--- config.mk ---
export PLATFORM = sky130hd
export DESIGN_NAME = eth_tx_shaper
export DESIGN_NICKNAME = d
export VERILOG_FILES = /design/src/rtl/eth_tx_shaper_pkg.sv /design/src/rtl/eth_tx_shaper_ctrl.sv /design/src/rtl/eth_tx_shaper_dp.sv /design/src/rtl/eth_tx_shaper.sv
export SDC_FILE = /design/constraint.sdc
export NUM_CORES = 1
export LEC_CHECK = 0
export ABC_CLOCK_PERIOD_IN_PS = 7700
export CORE_MARGIN = 2
export CORE_UTILIZATION = 40
export DETAILED_ROUTE_END_ITERATION = 10
export PLACE_DENSITY = 0.66
export SYNTH_ARGS = -nofsm -noshare
export SYNTH_HDL_FRONTEND = slang
export SYNTH_SLANG_ARGS = --single-unit
export TNS_END_PERCENT = 5
--- constraint.sdc ---
create_clock -name clk -period 7.7 [get_ports clk]
set_input_delay 0.77 -clock clk [delete_from_list [all_inputs] [get_ports clk]]
set_output_delay 0.77 -clock clk [all_outputs]
set_load 0.01 [all_outputs]
--- src/rtl/eth_tx_shaper_pkg.sv ---
package eth_tx_shaper_pkg;

  typedef enum logic [1:0] {
    PH_PASS,
    PH_ADDR,
    PH_PAD,
    PH_FCS
  } phase_e;

  // strobes from control to datapath
  typedef struct packed {
    logic       fire;     // output byte taken this cycle
    logic       first;    // byte is the first of a frame
    logic       useAddr;  // drive a station-address byte
    logic [2:0] addrIdx;  // which address byte, 0 = most significant
    logic       usePad;   // drive a zero byte
    logic       useFcs;   // drive a check byte
    logic [1:0] fcsIdx;   // which check byte, 0 = least significant
  } strobe_t;

  function automatic logic [31:0] crcStep(logic [31:0] crc, logic [7:0] b);
    logic [31:0] c;
    c = crc ^ {24'd0, b};
    for (int k = 0; k < 8; k++) begin
      c = c[0] ? ((c >> 1) ^ 32'hEDB88320) : (c >> 1);
    end
    return c;
  endfunction

endpackage

--- src/rtl/eth_tx_shaper_ctrl.sv ---
module eth_tx_shaper_ctrl
  import eth_tx_shaper_pkg::*;
#(
  parameter int ADDR_BYTES = 6,
  parameter int MIN_BODY   = 60,
  parameter int CNT_W      = 11
) (
  input  logic    clk,
  input  logic    rstN,
  input  logic    optInsSa,
  input  logic    optOvwSa,
  input  logic    optPad,
  input  logic    optFcs,
  input  logic    inValid,
  input  logic    inFirst,
  input  logic    inLast,
  output logic    inReady,
  output logic    outValid,
  output logic    outFirst,
  output logic    outLast,
  input  logic    outReady,
  output strobe_t strobe
);

  localparam int AIDX_W = $clog2(ADDR_BYTES);
  localparam logic [CNT_W-1:0] ADDR_LO   = CNT_W'(ADDR_BYTES);
  localparam logic [CNT_W-1:0] ADDR_HI   = CNT_W'(2 * ADDR_BYTES);
  localparam logic [CNT_W-1:0] PAD_LAST  = CNT_W'(MIN_BODY - 1);
  localparam logic [CNT_W-1:0] INS_AFTER = CNT_W'(ADDR_BYTES - 1);
  localparam logic [CNT_W-1:0] INS_LAST  = CNT_W'(2 * ADDR_BYTES - 1);

  phase_e           phase;
  logic [CNT_W-1:0] cnt;       // body bytes emitted so far
  logic [1:0]       fcsCnt;
  logic             insL, ovwL, padL, fcsL;

  logic             startByte;
  logic             insE, ovwE, padE, fcsE;
  logic             ovwOn, insOn, padNeed, fire;
  logic [CNT_W-1:0] addrOff;

  assign startByte = (phase == PH_PASS) && inFirst;
  assign insE      = startByte ? optInsSa : insL;
  assign ovwE      = startByte ? optOvwSa : ovwL;
  assign padE      = startByte ? optPad   : padL;
  assign fcsE      = startByte ? optFcs   : fcsL;
  assign ovwOn     = insE && ovwE;
  assign insOn     = insE && !ovwE;
  assign padNeed   = padE && ((int'(cnt) + 1) < MIN_BODY);
  assign addrOff   = cnt - ADDR_LO;

  always_comb begin
    inReady  = 1'b0;
    outValid = 1'b0;
    outFirst = 1'b0;
    outLast  = 1'b0;
    strobe   = '0;
    strobe.addrIdx = 3'(addrOff[AIDX_W-1:0]);
    strobe.fcsIdx  = fcsCnt;
    unique case (phase)
      PH_PASS: begin
        outValid       = inValid;
        inReady        = outReady;
        outFirst       = inFirst;
        outLast        = inLast && !padNeed && !fcsE;
        strobe.useAddr = ovwOn && (cnt >= ADDR_LO) && (cnt < ADDR_HI);
      end
      PH_ADDR: begin
        outValid       = 1'b1;
        strobe.useAddr = 1'b1;
      end
      PH_PAD: begin
        outValid      = 1'b1;
        strobe.usePad = 1'b1;
        outLast       = !fcsL && (cnt == PAD_LAST);
      end
      default: begin
        outValid      = 1'b1;
        strobe.useFcs = 1'b1;
        outLast       = (fcsCnt == 2'd3);
      end
    endcase
    fire         = outValid && outReady;
    strobe.fire  = fire;
    strobe.first = outFirst;
  end

  always_ff @(posedge clk) begin
    if (!rstN) begin
      phase  <= PH_PASS;
      cnt    <= '0;
      fcsCnt <= '0;
      insL   <= 1'b0;
      ovwL   <= 1'b0;
      padL   <= 1'b0;
      fcsL   <= 1'b0;
    end else if (fire) begin
      unique case (phase)
        PH_PASS: begin
          if (startByte) begin
            insL <= optInsSa;
            ovwL <= optOvwSa;
            padL <= optPad;
            fcsL <= optFcs;
          end
          cnt <= cnt + 1'b1;
          if (inLast) begin
            fcsCnt <= '0;
            if (padNeed)   phase <= PH_PAD;
            else if (fcsE) phase <= PH_FCS;
            else           cnt   <= '0;
          end else if (insOn && cnt == INS_AFTER) begin
            phase <= PH_ADDR;
          end
        end
        PH_ADDR: begin
          cnt <= cnt + 1'b1;
          if (cnt == INS_LAST) phase <= PH_PASS;
        end
        PH_PAD: begin
          cnt <= cnt + 1'b1;
          if (cnt == PAD_LAST) begin
            if (fcsL) phase <= PH_FCS;
            else begin
              phase <= PH_PASS;
              cnt   <= '0;
            end
          end
        end
        default: begin
          fcsCnt <= fcsCnt + 1'b1;
          if (fcsCnt == 2'd3) begin
            phase <= PH_PASS;
            cnt   <= '0;
          end
        end
      endcase
    end
  end

endmodule

--- src/rtl/eth_tx_shaper_dp.sv ---
module eth_tx_shaper_dp
  import eth_tx_shaper_pkg::*;
#(
  parameter int ADDR_BYTES = 6
) (
  input  logic                    clk,
  input  logic                    rstN,
  input  strobe_t                 strobe,
  input  logic [7:0]              inData,
  input  logic [8*ADDR_BYTES-1:0] stationAddr,
  output logic [7:0]              outData
);

  logic [7:0]  addrByte [8];
  logic [31:0] crc;

  // address bytes in transmit order, most significant first
  for (genvar g = 0; g < 8; g++) begin : g_addr
    if (g < ADDR_BYTES) begin : g_used
      assign addrByte[g] = stationAddr[8*(ADDR_BYTES-1-g) +: 8];
    end else begin : g_spare
      assign addrByte[g] = 8'h00;
    end
  end

  always_comb begin
    if (strobe.useFcs)       outData = ~crc[8*strobe.fcsIdx +: 8];
    else if (strobe.usePad)  outData = 8'h00;
    else if (strobe.useAddr) outData = addrByte[strobe.addrIdx];
    else                     outData = inData;
  end

  always_ff @(posedge clk) begin
    if (!rstN) begin
      crc <= '1;
    end else if (strobe.fire && !strobe.useFcs) begin
      crc <= crcStep(strobe.first ? 32'hFFFFFFFF : crc, outData);
    end
  end

endmodule

--- src/rtl/eth_tx_shaper.sv ---
module eth_tx_shaper
  import eth_tx_shaper_pkg::*;
#(
  parameter int ADDR_BYTES = 6,
  parameter int MIN_BODY   = 60,
  parameter int MAX_FRAME  = 1522,
  localparam int CNT_W     = $clog2(MAX_FRAME + ADDR_BYTES + 1)
) (
  input  logic        clk,
  input  logic        rstN,
  input  logic        optInsSa,
  input  logic        optOvwSa,
  input  logic        optPad,
  input  logic        optFcs,
  input  logic [47:0] stationAddr,
  input  logic        inValid,
  input  logic [7:0]  inData,
  input  logic        inFirst,
  input  logic        inLast,
  output logic        inReady,
  output logic        outValid,
  output logic [7:0]  outData,
  output logic        outFirst,
  output logic        outLast,
  input  logic        outReady
);

  strobe_t strobe;

  eth_tx_shaper_ctrl #(
    .ADDR_BYTES(ADDR_BYTES), .MIN_BODY(MIN_BODY), .CNT_W(CNT_W)
  ) u_ctrl (
    .clk(clk), .rstN(rstN),
    .optInsSa(optInsSa), .optOvwSa(optOvwSa), .optPad(optPad), .optFcs(optFcs),
    .inValid(inValid), .inFirst(inFirst), .inLast(inLast), .inReady(inReady),
    .outValid(outValid), .outFirst(outFirst), .outLast(outLast),
    .outReady(outReady), .strobe(strobe)
  );

  eth_tx_shaper_dp #(
    .ADDR_BYTES(ADDR_BYTES)
  ) u_dp (
    .clk(clk), .rstN(rstN), .strobe(strobe), .inData(inData),
    .stationAddr(stationAddr[8*ADDR_BYTES-1:0]), .outData(outData)
  );

endmodule

# Word-level counts from Yosys, hierarchy flattened
# Index checks and enable logic that the tools add are counted.
word_totals:
  wordCells: 107
  reg_bits: 51
  output_inout_bits: 12
op_classes:
  reduce_logical: 24
  muxes: 43
  n_eq_ne: 11
  bitwise_logic: 12
  order_cmp: 4
  shift: 1
  n_addsub: 4
ops:
  columns: ["operator", "n"]
  rows:
  - ["$mux W32", 9]
  - ["$not A13 Y14", 8]
  - ["$mux W11", 6]
  - ["$mux W8", 5]
  - ["$pmux W11 S3", 1]
  - ["$lt A32 B7 Y1 const B", 1]
  - ["$shiftx A32 B6 Y8", 1]
  - ["$xor A32 B8 Y32", 1]
  - ["$bmux W8 S3", 1]
  - ["$mux W2", 9]
  - ["$add A11 B1 Y12 const B", 1]
  - ["$logic_and A1 B1 Y1", 12]
  - ["$add A11 B1 Y11 const B", 1]
  - ["$eq A11 B3 Y1 const B", 1]
  - ["$eq A11 B4 Y1 const B", 1]
  - ["$eq A11 B6 Y1 const B", 1]
  - ["$ge A11 B3 Y1 const B", 1]
  - ["$lt A11 B4 Y1 const B", 1]
  - ["$mux W1", 8]
  - ["$not A8 Y8", 1]
  - ["$pmux W2 S3", 1]
  - ["$reduce_and A6 Y1", 1]
  - ["$eq A2 B2 Y1 const B", 2]
  - ["$ge A4 B4 Y1 const B", 1]
  - ["other kinds (19)", 24]

# Logic depth before layout (Yosys ltp)
# Gate-level depths: netlist (run 1).
logic_depth:
  ltp_word: 27
  ltp_mapped: 13
  depth_no_buf: 12

# By module
# A second synthesis (run 1) with hierarchy kept.
unflattened:
  hier_cells: 505
  area_unflattened_um2: 4438.0
by_module_without_submodules:
  columns: ["mod", "instances", "area_per_inst_um2", "cells_per_inst", "seq_area_each_um2"]
  rows:
  - ["eth_tx_shaper_dp", 1, 2971.6, 322, 640.6]
  - ["eth_tx_shaper_ctrl", 1, 1466.4, 183, 380.4]

# Least setup slack after synthesis (run 1)
# Ideal clock, no wire load.
synth_path:
  kind: "input to register"
  startpoint: "input inFirst"
  endpoint: "register u_dp.crc[15]"
  setup_slack_ns: 4.424
  setup_ns: 0.117
  cell_stages: 10
  t_arrival_ns: 3.159
  n_path_buf: 1
  cell_sequence: "mux2_4 and3_4 and4_1 buf_4 o221ai_1 o221ai_2 xnor2_2 xnor3_1 xnor3_1 o22a_1"
synth_between:
  elab_cells_between_ends: 25
  classes_between: "16 x mux; 5 x bitwise; 4 x reduce/logical"
synth_lines:
  columns: ["item", "line", "source"]
  rows:
  - ["start, declared", "eth_tx_shaper.sv:18", "input logic inFirst,"]
  - ["$logic_and A1 B1 Y1 (*)", "eth_tx_shaper_ctrl.sv:42", "assign startByte = (phase == PH_PASS) && inFirst;"]
  - ["$mux W1", null, null]
  - ["$logic_and A1 B1 Y1 (*)", "eth_tx_shaper_ctrl.sv:47", "assign ovwOn = insE && ovwE;"]
  - ["$logic_and A1 B1 Y1 (*) (2 in series)", "eth_tx_shaper_ctrl.sv:66", "strobe.useAddr = ovwOn && (cnt >= ADDR_LO) && (cnt < ADDR_HI);"]
  - ["$pmux W1 S2 (*)", "eth_tx_shaper_ctrl.sv:60", "unique case (phase)"]
  - ["$mux W8 (*)", "eth_tx_shaper_dp.sv:29", "else if (strobe.useAddr) outData = addrByte[strobe.addrIdx];"]
  - ["$mux W8 (*)", "eth_tx_shaper_dp.sv:28", "else if (strobe.usePad) outData = 8'h00;"]
  - ["$mux W8 (*)", "eth_tx_shaper_dp.sv:27", "if (strobe.useFcs) outData = ~crc[8*strobe.fcsIdx +: 8];"]
  - ["named net outData[2]", "eth_tx_shaper.sv:22", "output logic [7:0] outData,"]
  - ["$xor A32 B8 Y32 (*)", "eth_tx_shaper_pkg.sv:23", "c = crc ^ {24'd0, b};"]
  - ["$mux W32 (*) (3 in series)", "eth_tx_shaper_pkg.sv:25", "c = c[0] ? ((c >> 1) ^ 32'hEDB88320) : (c >> 1);"]
  - ["$not A13 Y14 (no line)", null, null]
  - ["$mux W32 (*) (4 in series)", "eth_tx_shaper_pkg.sv:25", null]
  - ["$not A13 Y14 (no line)", null, null]
  - ["$mux W32 (*)", "eth_tx_shaper_pkg.sv:25", null]
  - ["end signal, assigned", "eth_tx_shaper_dp.sv:37", "crc <= crcStep(strobe.first ? 32'hFFFFFFFF : crc, outData);"]
  - ["end, declared", "eth_tx_shaper_dp.sv:15", "logic [31:0] crc;"]
# Mark *: on every way through the listed nets, which the timed path passes. The rest lies on a longest branch.
# A chain may end at the register's enable or synchronous reset.

# Worst setup path after layout (run 1)
layout_path:
  startpoint: "register u_ctrl.cnt[1]"
  endpoint: "output outData[1]"
layout_between:
  elab_chain_len: 8
  elab_cells_between_ends: 13
  classes_between: "1 x add/sub; 2 x order compare; 7 x mux; 1 x bitwise; 2 x reduce/logical"
layout_lines:
  columns: ["item", "line", "source"]
  rows:
  - ["start, declared", "eth_tx_shaper_ctrl.sv:33", "logic [CNT_W-1:0] cnt;"]
  - ["start signal, assigned", "eth_tx_shaper_ctrl.sv:106", "cnt <= cnt + 1'b1;"]
  - ["start signal, assigned", "eth_tx_shaper_ctrl.sv:117", "cnt <= cnt + 1'b1;"]
  - ["start signal, assigned", "eth_tx_shaper_ctrl.sv:121", "cnt <= cnt + 1'b1;"]
  - ["$sub A3 B3 Y3", "eth_tx_shaper_ctrl.sv:50", "assign addrOff = cnt - ADDR_LO;"]
  - ["$not A3 Y4 (not written as such)", "eth_tx_shaper_dp.sv:29", null]
  - ["$bmux W8 S3", "eth_tx_shaper_dp.sv:29", null]
  - ["$mux W8 (not written as such) (2 in series)", "eth_tx_shaper_dp.sv:29", null]
  - ["$mux W8 (*)", "eth_tx_shaper_dp.sv:29", null]
  - ["$mux W8 (*)", "eth_tx_shaper_dp.sv:28", null]
  - ["$mux W8 (*)", "eth_tx_shaper_dp.sv:27", null]
  - ["end, declared", "eth_tx_shaper.sv:22", null]
# Mark *: on every way between the ends. The rest lies on a longest branch, timed or not. The select of a mux whose other input is x is not followed.

==> results of run 1 <==
## worst min-delay path, delay by kind of cell, from the launching register on
family / cells / cell delay, ps
flip-flops: 1 / 330
AND/OR/NAND/NOR: 1 / 60
AO/OA/AOI/OAI: 1 / 70
## layer usage
layer	part of all wire, %	wire length [um]	global-route usage (%)	up-vias
li1	-	-	-	1906
met1	46	5700	27.53	1846
met2	47	5881	34.02	114
met3	5.4	676	4.101	18
met4	2.0	249	6.996	0
met5	0	0	0	-
## cells by family (layout without fill, tap and decap cells)
kind of cell | Yosys count | after routing
adder cells (fa/ha/maj) | 10 | 10
flip-flops | 51 | 51
AND/OR/NAND/NOR | 182 | 182
XOR/XNOR | 75 | 75
AO/OA/AOI/OAI | 104 | 104
buffers and inverters | 44 | 99
multiplexers | 35 | 35
## flip-flops by register name, indices dropped and copies added, names as in the netlist
register	count
u_ctrl.fcsCnt	2
u_ctrl.phase	2
u_ctrl.padL	1
u_dp.crc	32
u_ctrl.fcsL	1
u_ctrl.ovwL	1
u_ctrl.cnt	11
u_ctrl.insL	1
## layout make-up
class                   instances  area (um2)
clock buffers                   5       125.1
clock inverters                 3       27.53
fillers                      1062        5746
inverters                      13       48.80
multi-input cells             406        3396
flip-flops and latches         51        1021
well taps                     143       178.9
repair buffers                 78       778.2
## final timing paths
check	from	end	cells after the start	slack, ps
max	u_ctrl.cnt[1]	outData[1]	6	3200
min reg2reg	u_dp.crc[4]	u_dp.crc[4]	2	500
max reg2reg	u_ctrl.cnt[1]	u_dp.crc[17]	9	3580
min	u_dp.crc[4]	u_dp.crc[4]	2	500
## report_power, final
| part | internal (mW) | total, mW | switching [mW] |
|---|---|---|---|
| logic | 0.642 | 1.13 | 0.490 |
| registers | 0.316 | 0.374 | 0.0577 |
| clock network | 0.124 | 0.242 | 0.119 |
## placed cells by master (no fill, tap or decap), drive strengths merged, types with 13 or more instances in the layout
master         instances
clkdlybuf4s50         77
nor2                  69
nand2                 57
dfxtp                 51
xnor2                 37
o211ai                27
mux2i                 24
xnor3                 20
xor2                  18
o21ai                 16
inv                   14
a21oi                 13
==> flow_metrics.env, run 1 <==
export IMPL_cp_top_family="compound AO/OA/AOI/OAI gates"
export IMPL_end_kind="primary output"
export IMPL_synth_ff_type="dfxtp_1"
export IMPL_synth_area_mm2=0.004604
export IMPL_syn_area_per_cell_um2=9.190
export IMPL_rsz0062_at_grt="false"
export IMPL_tritoncts="done"
export IMPL_grt_ovfl_total=0
export IMPL_die_area_mm2=0.01239
export IMPL_cp_required_ps=6930
export IMPL_ys_seq_area_share_pct=22.17
export IMPL_setup_slack_ps=3198
export IMPL_worst_path_max_fanout=18
export IMPL_cts_repair_resize_count=0
export IMPL_max_freq_ghz=0.2221
export IMPL_final_util_pct=49.25
export IMPL_cpPeakStageDelay_ps=880
export IMPL_drive_gt1_share_pct=10.07
export IMPL_clock_sinks=51
export IMPL_hold_class="reg -> reg"
export IMPL_ys_top_cells_by_area="dfxtp_1, xnor3_1, xnor2_1"
export IMPL_cts_made_buffers=5
export IMPL_port_buffers=77
export IMPL_period_share_pct=58.46
export IMPL_p_per_area_mw_per_mm2=313.6
export IMPL_yosysUniqueCellTypes=70
export IMPL_ioPinCount=78
export IMPL_layout_nets=630
export IMPL_layout_cells_non_filler=699
export IMPL_dr_pass1_iters=4
export IMPL_synth_top_family_by_area="XOR/XNOR gates"
export IMPL_cts_hold_buf=0
export IMPL_slew_headroom_pct=31.38
export IMPL_gp_congestion=0.9410
export IMPL_clk_pin_slew_ps=80
export IMPL_max_cap_viol_count=0
export IMPL_num_rows=39
export IMPL_startpoint_type="flop"
export IMPL_coreArea_mm2=0.01132
export IMPL_track_usage_pct=20.78
export IMPL_slew_violations=0
export IMPL_synth_top_cell_by_area="dfxtp_1"
export IMPL_area_delta_synth_final_pct=21.09
export IMPL_synthTopCellsByCount="nor2_1, nand2_1, dfxtp_1"
export IMPL_synthAdderAreaFrac_pct=2.663
export IMPL_dpl_instance_area_mm2=0.005423
export IMPL_crit_type="reg -> out"
export IMPL_synthCells=501
export IMPL_synth_compound_area_share_pct=18.26
export IMPL_wirelength_mm=12.51
export IMPL_hpwlAfterDp_mm=9.338
export IMPL_placed_cells=691
export IMPL_grt_pass1_vias=3940
export IMPL_antenna_cells=0
export IMPL_fp_dieW_um=111.3
export IMPL_cts_buffer_depth=2
export IMPL_synthMuxAreaShare_pct=10.43
export IMPL_h_tree_depth=2
export IMPL_clock_latency_ps=320
export IMPL_holdWs_ps=501.4
export IMPL_synth_simple_area_share_pct=19.02
export IMPL_status="complete, no violations"
export IMPL_p_leak_nw=2.191
export IMPL_async_reset_ff_share_pct=0
export IMPL_arrival_ps=3730
export IMPL_ir_drop_v=0.0002007
export IMPL_root_buffer="clkbuf_16"
export IMPL_finalHoldViolations=0
export IMPL_worstMarginPinSlew_ps=1028
export IMPL_synth_nets=576
export IMPL_synth_warnings=0
export IMPL_cpMaxStageDelayCell="dfxtp_1"
export IMPL_grt_max_degree=56
export IMPL_drt_iter0_drc=270
export IMPL_viasPerCell=5.557
export IMPL_die_h_um=111.3
export IMPL_cp_buffers_inverters=1
export IMPL_finalSetupTns_ps=0
export IMPL_drcViolationCount=0
export IMPL_post_cts_repair_setup_buffers=0
export IMPL_final_area_mm2=0.005575
export IMPL_grt_pass1_wl_mm=20.78
export IMPL_place_ws_ps=3262
export IMPL_synth_edff_count=0
export IMPL_start_util_pct=40.67
export IMPL_fin_skew_ps=17.69
export IMPL_p_total_mw=1.748
export IMPL_avgRoutedWirePerCell_um=17.89
export IMPL_yosys_area_top_type_share_pct=22.17
export IMPL_period_minus_slack_ps=4502
export IMPL_antenna_found_initial=0
export IMPL_synth_seq_cells=51
export IMPL_yosysMostFrequentCell="nor2_1"
export IMPL_vias=3884
export IMPL_ant_nets=0
export IMPL_worstPathCellList="ha_1, nand2_1, o22ai_1, a21oi_1, o31ai_4, clkdlybuf4s50_1"
export IMPL_setup_viol=0
export IMPL_synth_xor_area_share_pct=23.26
Power figures use the tool's default switching activity.
==> run 2: changes to the inputs <==
--- a/config.mk
+++ b/config.mk
@@ -5,7 +5,7 @@
 export SDC_FILE = /design/constraint.sdc
 export NUM_CORES = 1
 export LEC_CHECK = 0
-export ABC_CLOCK_PERIOD_IN_PS = 7700
+export ABC_CLOCK_PERIOD_IN_PS = 4150
 export CORE_MARGIN = 2
 export CORE_UTILIZATION = 40
 export DETAILED_ROUTE_END_ITERATION = 10
==> constraint.sdc (replaced) <==
create_clock -name clk -period 4.15 [get_ports clk]
set_input_delay 0.415 -clock clk [delete_from_list [all_inputs] [get_ports clk]]
set_output_delay 0.415 -clock clk [all_outputs]
set_load 0.01 [all_outputs]
==> run 2 against run 1 <==
Clock skew decreased by 8.8 ps. Sequential share of layout area decreased by 0.27 points. Non-clock buffer count increased by 12. Core utilization increased by 0.73 points. Die area unchanged. Setup slack got worse by 2700 ps. Highest routed layer unchanged.
==> flow_metrics.env, run 2 (same netlist as run 1, synthesis figures left out) <==
export IMPL_status="complete, no violations"
export IMPL_seq_area_mm2=0.001021
export IMPL_start_util_pct=40.67
export IMPL_drive_gt1_share_pct=11.97
export IMPL_finalHoldViolations=0
export IMPL_worstMarginPinSlew_ps=1033
export IMPL_antenna_cells=0
export IMPL_multi_input_area_mm2=0.003396
export IMPL_worstPathCellList="inv_1, ha_1, a21bo_2, a21oi_2, and4_1, nor3_2, o31ai_4, buf_4, clkdlybuf4s50_1"
export IMPL_area_delta_synth_final_pct=22.88
export IMPL_coreArea_mm2=0.01132
export IMPL_fin_skew_ps=8.872
export IMPL_gp_congestion=0.8759
export IMPL_max_freq_ghz=0.2749
export IMPL_grt_ovfl_total=0
export IMPL_cts_repair_resize_count=0
export IMPL_antenna_found_initial=0
export IMPL_layout_nets=642
export IMPL_hold_class="reg -> reg"
export IMPL_grt_pass1_vias=3883
export IMPL_grt_max_degree=55
export IMPL_die_area_mm2=0.01239
export IMPL_worst_path_max_fanout=10
export IMPL_max_cap_viol_count=0
export IMPL_cts_hold_buf=0
export IMPL_clk_pin_slew_ps=70
export IMPL_top_regs="u_dp.crc x32, u_ctrl.cnt x11"
export IMPL_port_buffers=77
export IMPL_drcViolationCount=0
export IMPL_cts_buffer_depth=2
export IMPL_period_share_pct=87.65
export IMPL_period_minus_slack_ps=3637
export IMPL_slew_headroom_pct=30.65
export IMPL_tritoncts="done"
export IMPL_fillerInstances=1057
export IMPL_ant_nets=0
export IMPL_clock_latency_ps=310
export IMPL_p_leak_nw=2.244
export IMPL_dr_pass1_iters=4
export IMPL_track_usage_pct=20.93
export IMPL_fp_dieW_um=111.3
export IMPL_clock_sinks=51
export IMPL_crit_type="reg -> out"
export IMPL_ir_drop_v=0.0002892
export IMPL_h_tree_depth=2
export IMPL_largest_register="u_dp.crc"
export IMPL_vias=3901
export IMPL_largest_reg_flops=32
export IMPL_post_cts_repair_setup_buffers=0
export IMPL_rsz0062_at_grt="false"
export IMPL_holdWs_ps=494.4
export IMPL_arrival_ps=3220
export IMPL_cp_required_ps=3730
export IMPL_ioPinCount=78
export IMPL_num_rows=39
export IMPL_final_cell_mix="clkdlybuf4s50_1, nor2_1, nand2_1"
export IMPL_slew_violations=0
export IMPL_root_buffer="clkbuf_16"
export IMPL_avgRoutedWirePerCell_um=17.93
export IMPL_setup_viol=0
export IMPL_wirelength_mm=12.75
export IMPL_grt_pass1_wl_mm=20.84
export IMPL_final_common_cell="clkdlybuf4s50_1"
export IMPL_cpPeakStageDelay_ps=560
export IMPL_drt_iter0_drc=251
export IMPL_hpwlAfterDp_mm=9.780
export IMPL_cts_made_buffers=5
export IMPL_startpoint_type="flop"
export IMPL_die_h_um=111.3
export IMPL_p_per_area_mw_per_mm2=584.4
export IMPL_cpMaxStageDelayCell="clkdlybuf4s50_1"
export IMPL_viasPerCell=5.487
export IMPL_end_kind="primary output"
export IMPL_finalSetupTns_ps=0
[run 2: report_power, final]
group          switching [mW]  total, mW  internal, mW
clock                   0.209      0.432         0.223
sequential             0.0965      0.683         0.587
combinational           0.958       2.19          1.23
[run 2: worst paths after layout]
kind	startpoint	end	slack (ps)	cells past startpoint
worst max register to register	u_ctrl.phase[0]	u_dp.crc[15]	650	11
worst max-delay path	u_ctrl.phase[0]	outData[1]	510	9
worst min register to register	u_ctrl.insL	u_ctrl.insL	490	2
worst min-delay path	u_ctrl.insL	u_ctrl.insL	490	2
[run 2: per-layer routing]
layer,track usage [%],up-vias,part of all wire (%)
met2,34.51,117,48
met1,28.05,1857,45
met4,4.527,0,0.75
met5,0,-,0
met3,4.921,7,6.7
li1,-,1920,-
[run 2: through the flow]
stage	cells	instance area (um2)	utilization, %	setup WS [ps]	power (mW)
2_1_floorplan	501	4604	-	964.8	2.373
3_3_place_gp	703	5513	48.70	560.7	2.855
3_5_place_dp	703	5513	48.70	508.7	2.868
4_1_cts	711	5658	49.98	524.5	3.309
5_1_grt	711	5658	49.98	342.2	3.497
6_report	711	5658	49.98	512.6	3.307
[run 2: area by class of cell]
type	instances	share of cell area, %
multi-input cells	406	60.02
flip-flops and latches	51	18.05
repair buffers	90	15.35
well taps	143	3.162
clock buffers	5	2.211
inverters	13	0.8624
clock inverters	3	0.3538
[run 2: critical path, delay by kind of cell, from the launching register on]
kind,cells,cell delay (ps)
fa+ha+maj,1,320
simple gates,2,580
compound gates,3,740
buf+inv,3,900
flops,1,370
==> run 3: changes to the inputs <==
--- a/config.mk
+++ b/config.mk
@@ -5,11 +5,13 @@
 export SDC_FILE = /design/constraint.sdc
 export NUM_CORES = 1
 export LEC_CHECK = 0
+export ABC_AREA = 1
 export ABC_CLOCK_PERIOD_IN_PS = 4150
 export CORE_MARGIN = 2
 export CORE_UTILIZATION = 40
 export DETAILED_ROUTE_END_ITERATION = 10
-export PLACE_DENSITY = 0.66
+export PLACE_DENSITY_LB_ADDON = 0.12
+export RECOVER_POWER = 50
 export SYNTH_ARGS = -nofsm -noshare
 export SYNTH_HDL_FRONTEND = slang
 export SYNTH_SLANG_ARGS = --single-unit
==> run 3 against run 2 <==
The flow now finishes with violations (DRC). Register-to-register slack about the same. Critical path depth up 2. Largest cell class unchanged. Combinational power down 37%. Non-clock buffer count down 4. Critical path type unchanged. Clock-buffer cell count up 1. Clock power up 17%. Cell count up 44%.
==> flow_metrics.env, run 3 <==
export IMPL_status="finished with violations"
export IMPL_violations="DRC"
export IMPL_drive_gt1_share_pct=9.898
export IMPL_fin_skew_ps=7.107
export IMPL_synth_area_mm2=0.004758
export IMPL_cp_required_ps=3730
export IMPL_synth_simple_area_share_pct=44.54
export IMPL_ir_drop_v=0.0002067
export IMPL_num_rows=39
export IMPL_startpoint_type="flop"
export IMPL_fillerInstances=1224
export IMPL_place_ws_ps=990.0
export IMPL_ioPinCount=78
export IMPL_period_share_pct=86.82
export IMPL_synth_xor_area_share_pct=4.233
export IMPL_track_usage_pct=24.94
export IMPL_h_tree_depth=2
export IMPL_cts_buffer_depth=2
export IMPL_worstMarginPinSlew_ps=1029
export IMPL_synth_compound_area_share_pct=17.04
export IMPL_coreArea_mm2=0.01152
export IMPL_max_freq_ghz=0.2776
export IMPL_synthTopCellsByCount="nand2_1, nor2_1, inv_1"
export IMPL_slew_headroom_pct=30.70
export IMPL_synth_top_family_by_area="simple AND/OR/NAND/NOR gates"
export IMPL_ys_seq_area_share_pct=21.46
export IMPL_drt_iter0_drc=444
export IMPL_final_common_cell="nand2_1"
export IMPL_seq_area_mm2=0.001021
export IMPL_cts_made_buffers=5
export IMPL_worst_path_max_fanout=14
export IMPL_yosysUniqueCellTypes=41
export IMPL_grt_ovfl_total=0
export IMPL_die_area_mm2=0.01278
export IMPL_ant_nets=0
export IMPL_p_per_area_mw_per_mm2=431.4
export IMPL_setup_slack_ps=547.1
export IMPL_grt_busiest_layer="met2"
export IMPL_grtUsageMet2_pct=41.76
export IMPL_met1_usage_pct=33.52
export IMPL_post_cts_repair_setup_buffers=0
export IMPL_viasPerCell=5.293
export IMPL_layout_nets=953
export IMPL_cts_repair_resize_count=0
export IMPL_tritoncts="done"
export IMPL_holdPathStages=2
export IMPL_clock_sinks=51
export IMPL_finalHoldViolations=0
export IMPL_antenna_found_initial=0
export IMPL_avgRoutedWirePerCell_um=15.07
export IMPL_grt_max_degree=37
export IMPL_fp_dieW_um=113.1
export IMPL_grt_pass1_wl_mm=25.67
export IMPL_grt_pass1_vias=5183
export IMPL_top_regs="u_dp.crc x32, u_ctrl.cnt x11"
export IMPL_p_leak_nw=2.687
export IMPL_wirelength_mm=15.40
export IMPL_clk_pin_slew_ps=70
export IMPL_arrival_ps=3190
export IMPL_finalSetupTns_ps=0
export IMPL_yosysMostFrequentCell="nand2_1"
export IMPL_crit_type="reg -> out"
export IMPL_synth_seq_cells=51
export IMPL_end_kind="primary output"
export IMPL_period_minus_slack_ps=3603
export IMPL_final_cell_mix="nand2_1, nor2_1, inv_1"
export IMPL_largest_register="u_dp.crc"
export IMPL_slew_violations=0
export IMPL_drcViolationCount=2
export IMPL_reg2regPathDepth=21
export IMPL_cts_hold_buf=0
export IMPL_ys_top_cells_by_area="dfxtp_1, nand2_1, nor2_1"
export IMPL_synth_nets=888
export IMPL_synthAdderAreaFrac_pct=2.367
export IMPL_rsz0062_at_grt="false"
export IMPL_hpwlAfterDp_mm=11.71
export IMPL_synthCells=813
export IMPL_port_buffers=77
export IMPL_synth_top_cell_by_area="dfxtp_1"
export IMPL_synth_ff_type="dfxtp_1"
export IMPL_yosys_area_top_type_share_pct=21.46
export IMPL_synth_edff_count=0
export IMPL_dr_pass1_iters=8
export IMPL_synthMuxAreaShare_pct=0.2104
export IMPL_max_cap_viol_count=0
export IMPL_area_delta_synth_final_pct=21.40
export IMPL_async_reset_ff_share_pct=0
export IMPL_syn_area_per_cell_um2=5.853
export IMPL_clock_latency_ps=310
export IMPL_vias=5409
export IMPL_root_buffer="clkbuf_16"
export IMPL_start_util_pct=41.32
export IMPL_die_h_um=113.1
export IMPL_antenna_cells=0
export IMPL_gp_congestion=0.9272
export IMPL_multi_input_area_mm2=0.003226
export IMPL_hold_class="reg -> reg"
export IMPL_largest_reg_flops=32
export IMPL_synth_warnings=0
export IMPL_grt_use_met3_pct=4.339
export IMPL_setup_viol=0
-- run 3: layout make-up --
class / count / area share [%]
well taps: 143 / 3.097
clock inverters: 2 / 0.6065
flip-flops and latches: 51 / 17.67
clock buffers: 6 / 2.404
repair buffers: 86 / 14.47
multi-input cells: 643 / 55.84
inverters: 91 / 5.913
-- run 3: path summary, 6_finish.rpt --
kind | to | slack [ps] | from
max | outData[0] | 550 | u_ctrl.phase[0]
max reg2reg | u_dp.crc[23] | 660 | u_ctrl.phase[0]
min | u_dp.crc[21] | 490 | u_dp.crc[21]
min reg2reg | u_dp.crc[21] | 490 | u_dp.crc[21]
-- run 3: cells by family (layout without fill, tap and decap cells) --
family | count (synthesis) | after routing
simple gates | 461 | 461
compound gates | 149 | 149
buf+inv | 119 | 185
flops | 51 | 51
xor+xnor | 23 | 23
fa+ha+maj | 9 | 9
mux | 1 | 1
-- run 3: per-stage QoR --
stage	hold slack, ps	utilization, %	total power, mW	std cells	cell area (um2)
2_1_floorplan	440.7	-	1.602	813	4758
3_3_place_gp	458.6	48.92	1.979	1014	5634
3_5_place_dp	466.8	48.92	1.996	1014	5634
4_1_cts	485.6	50.43	2.508	1022	5808
5_1_grt	516.9	50.16	2.701	1022	5777
6_report	486.7	50.16	2.492	1022	5777
-- run 3: per-layer routing --
metal | vias up | part of all wire, %
met5 | - | 0
met4 | 0 | 1.4
met3 | 14 | 6.5
met2 | 183 | 47
met1 | 2476 | 45
li1 | 2736 | -
-- run 3: power by group --
part | switching, mW | internal [mW]
Clock | 0.203 | 0.301
Combinational | 0.907 | 0.472
Sequential | 0.0508 | 0.558
-- run 3: critical path: stages (launching register included) --
cell,delay (ps)
dfxtp_1,330
inv_1,100
ha_1,330
nand2_1,420
o21ai_2,310
nand2_1,100
nor2_2,120
nand2_2,150
nand3_1,130
nand3_2,110
nand2_1,190
clkdlybuf4s50_1,580
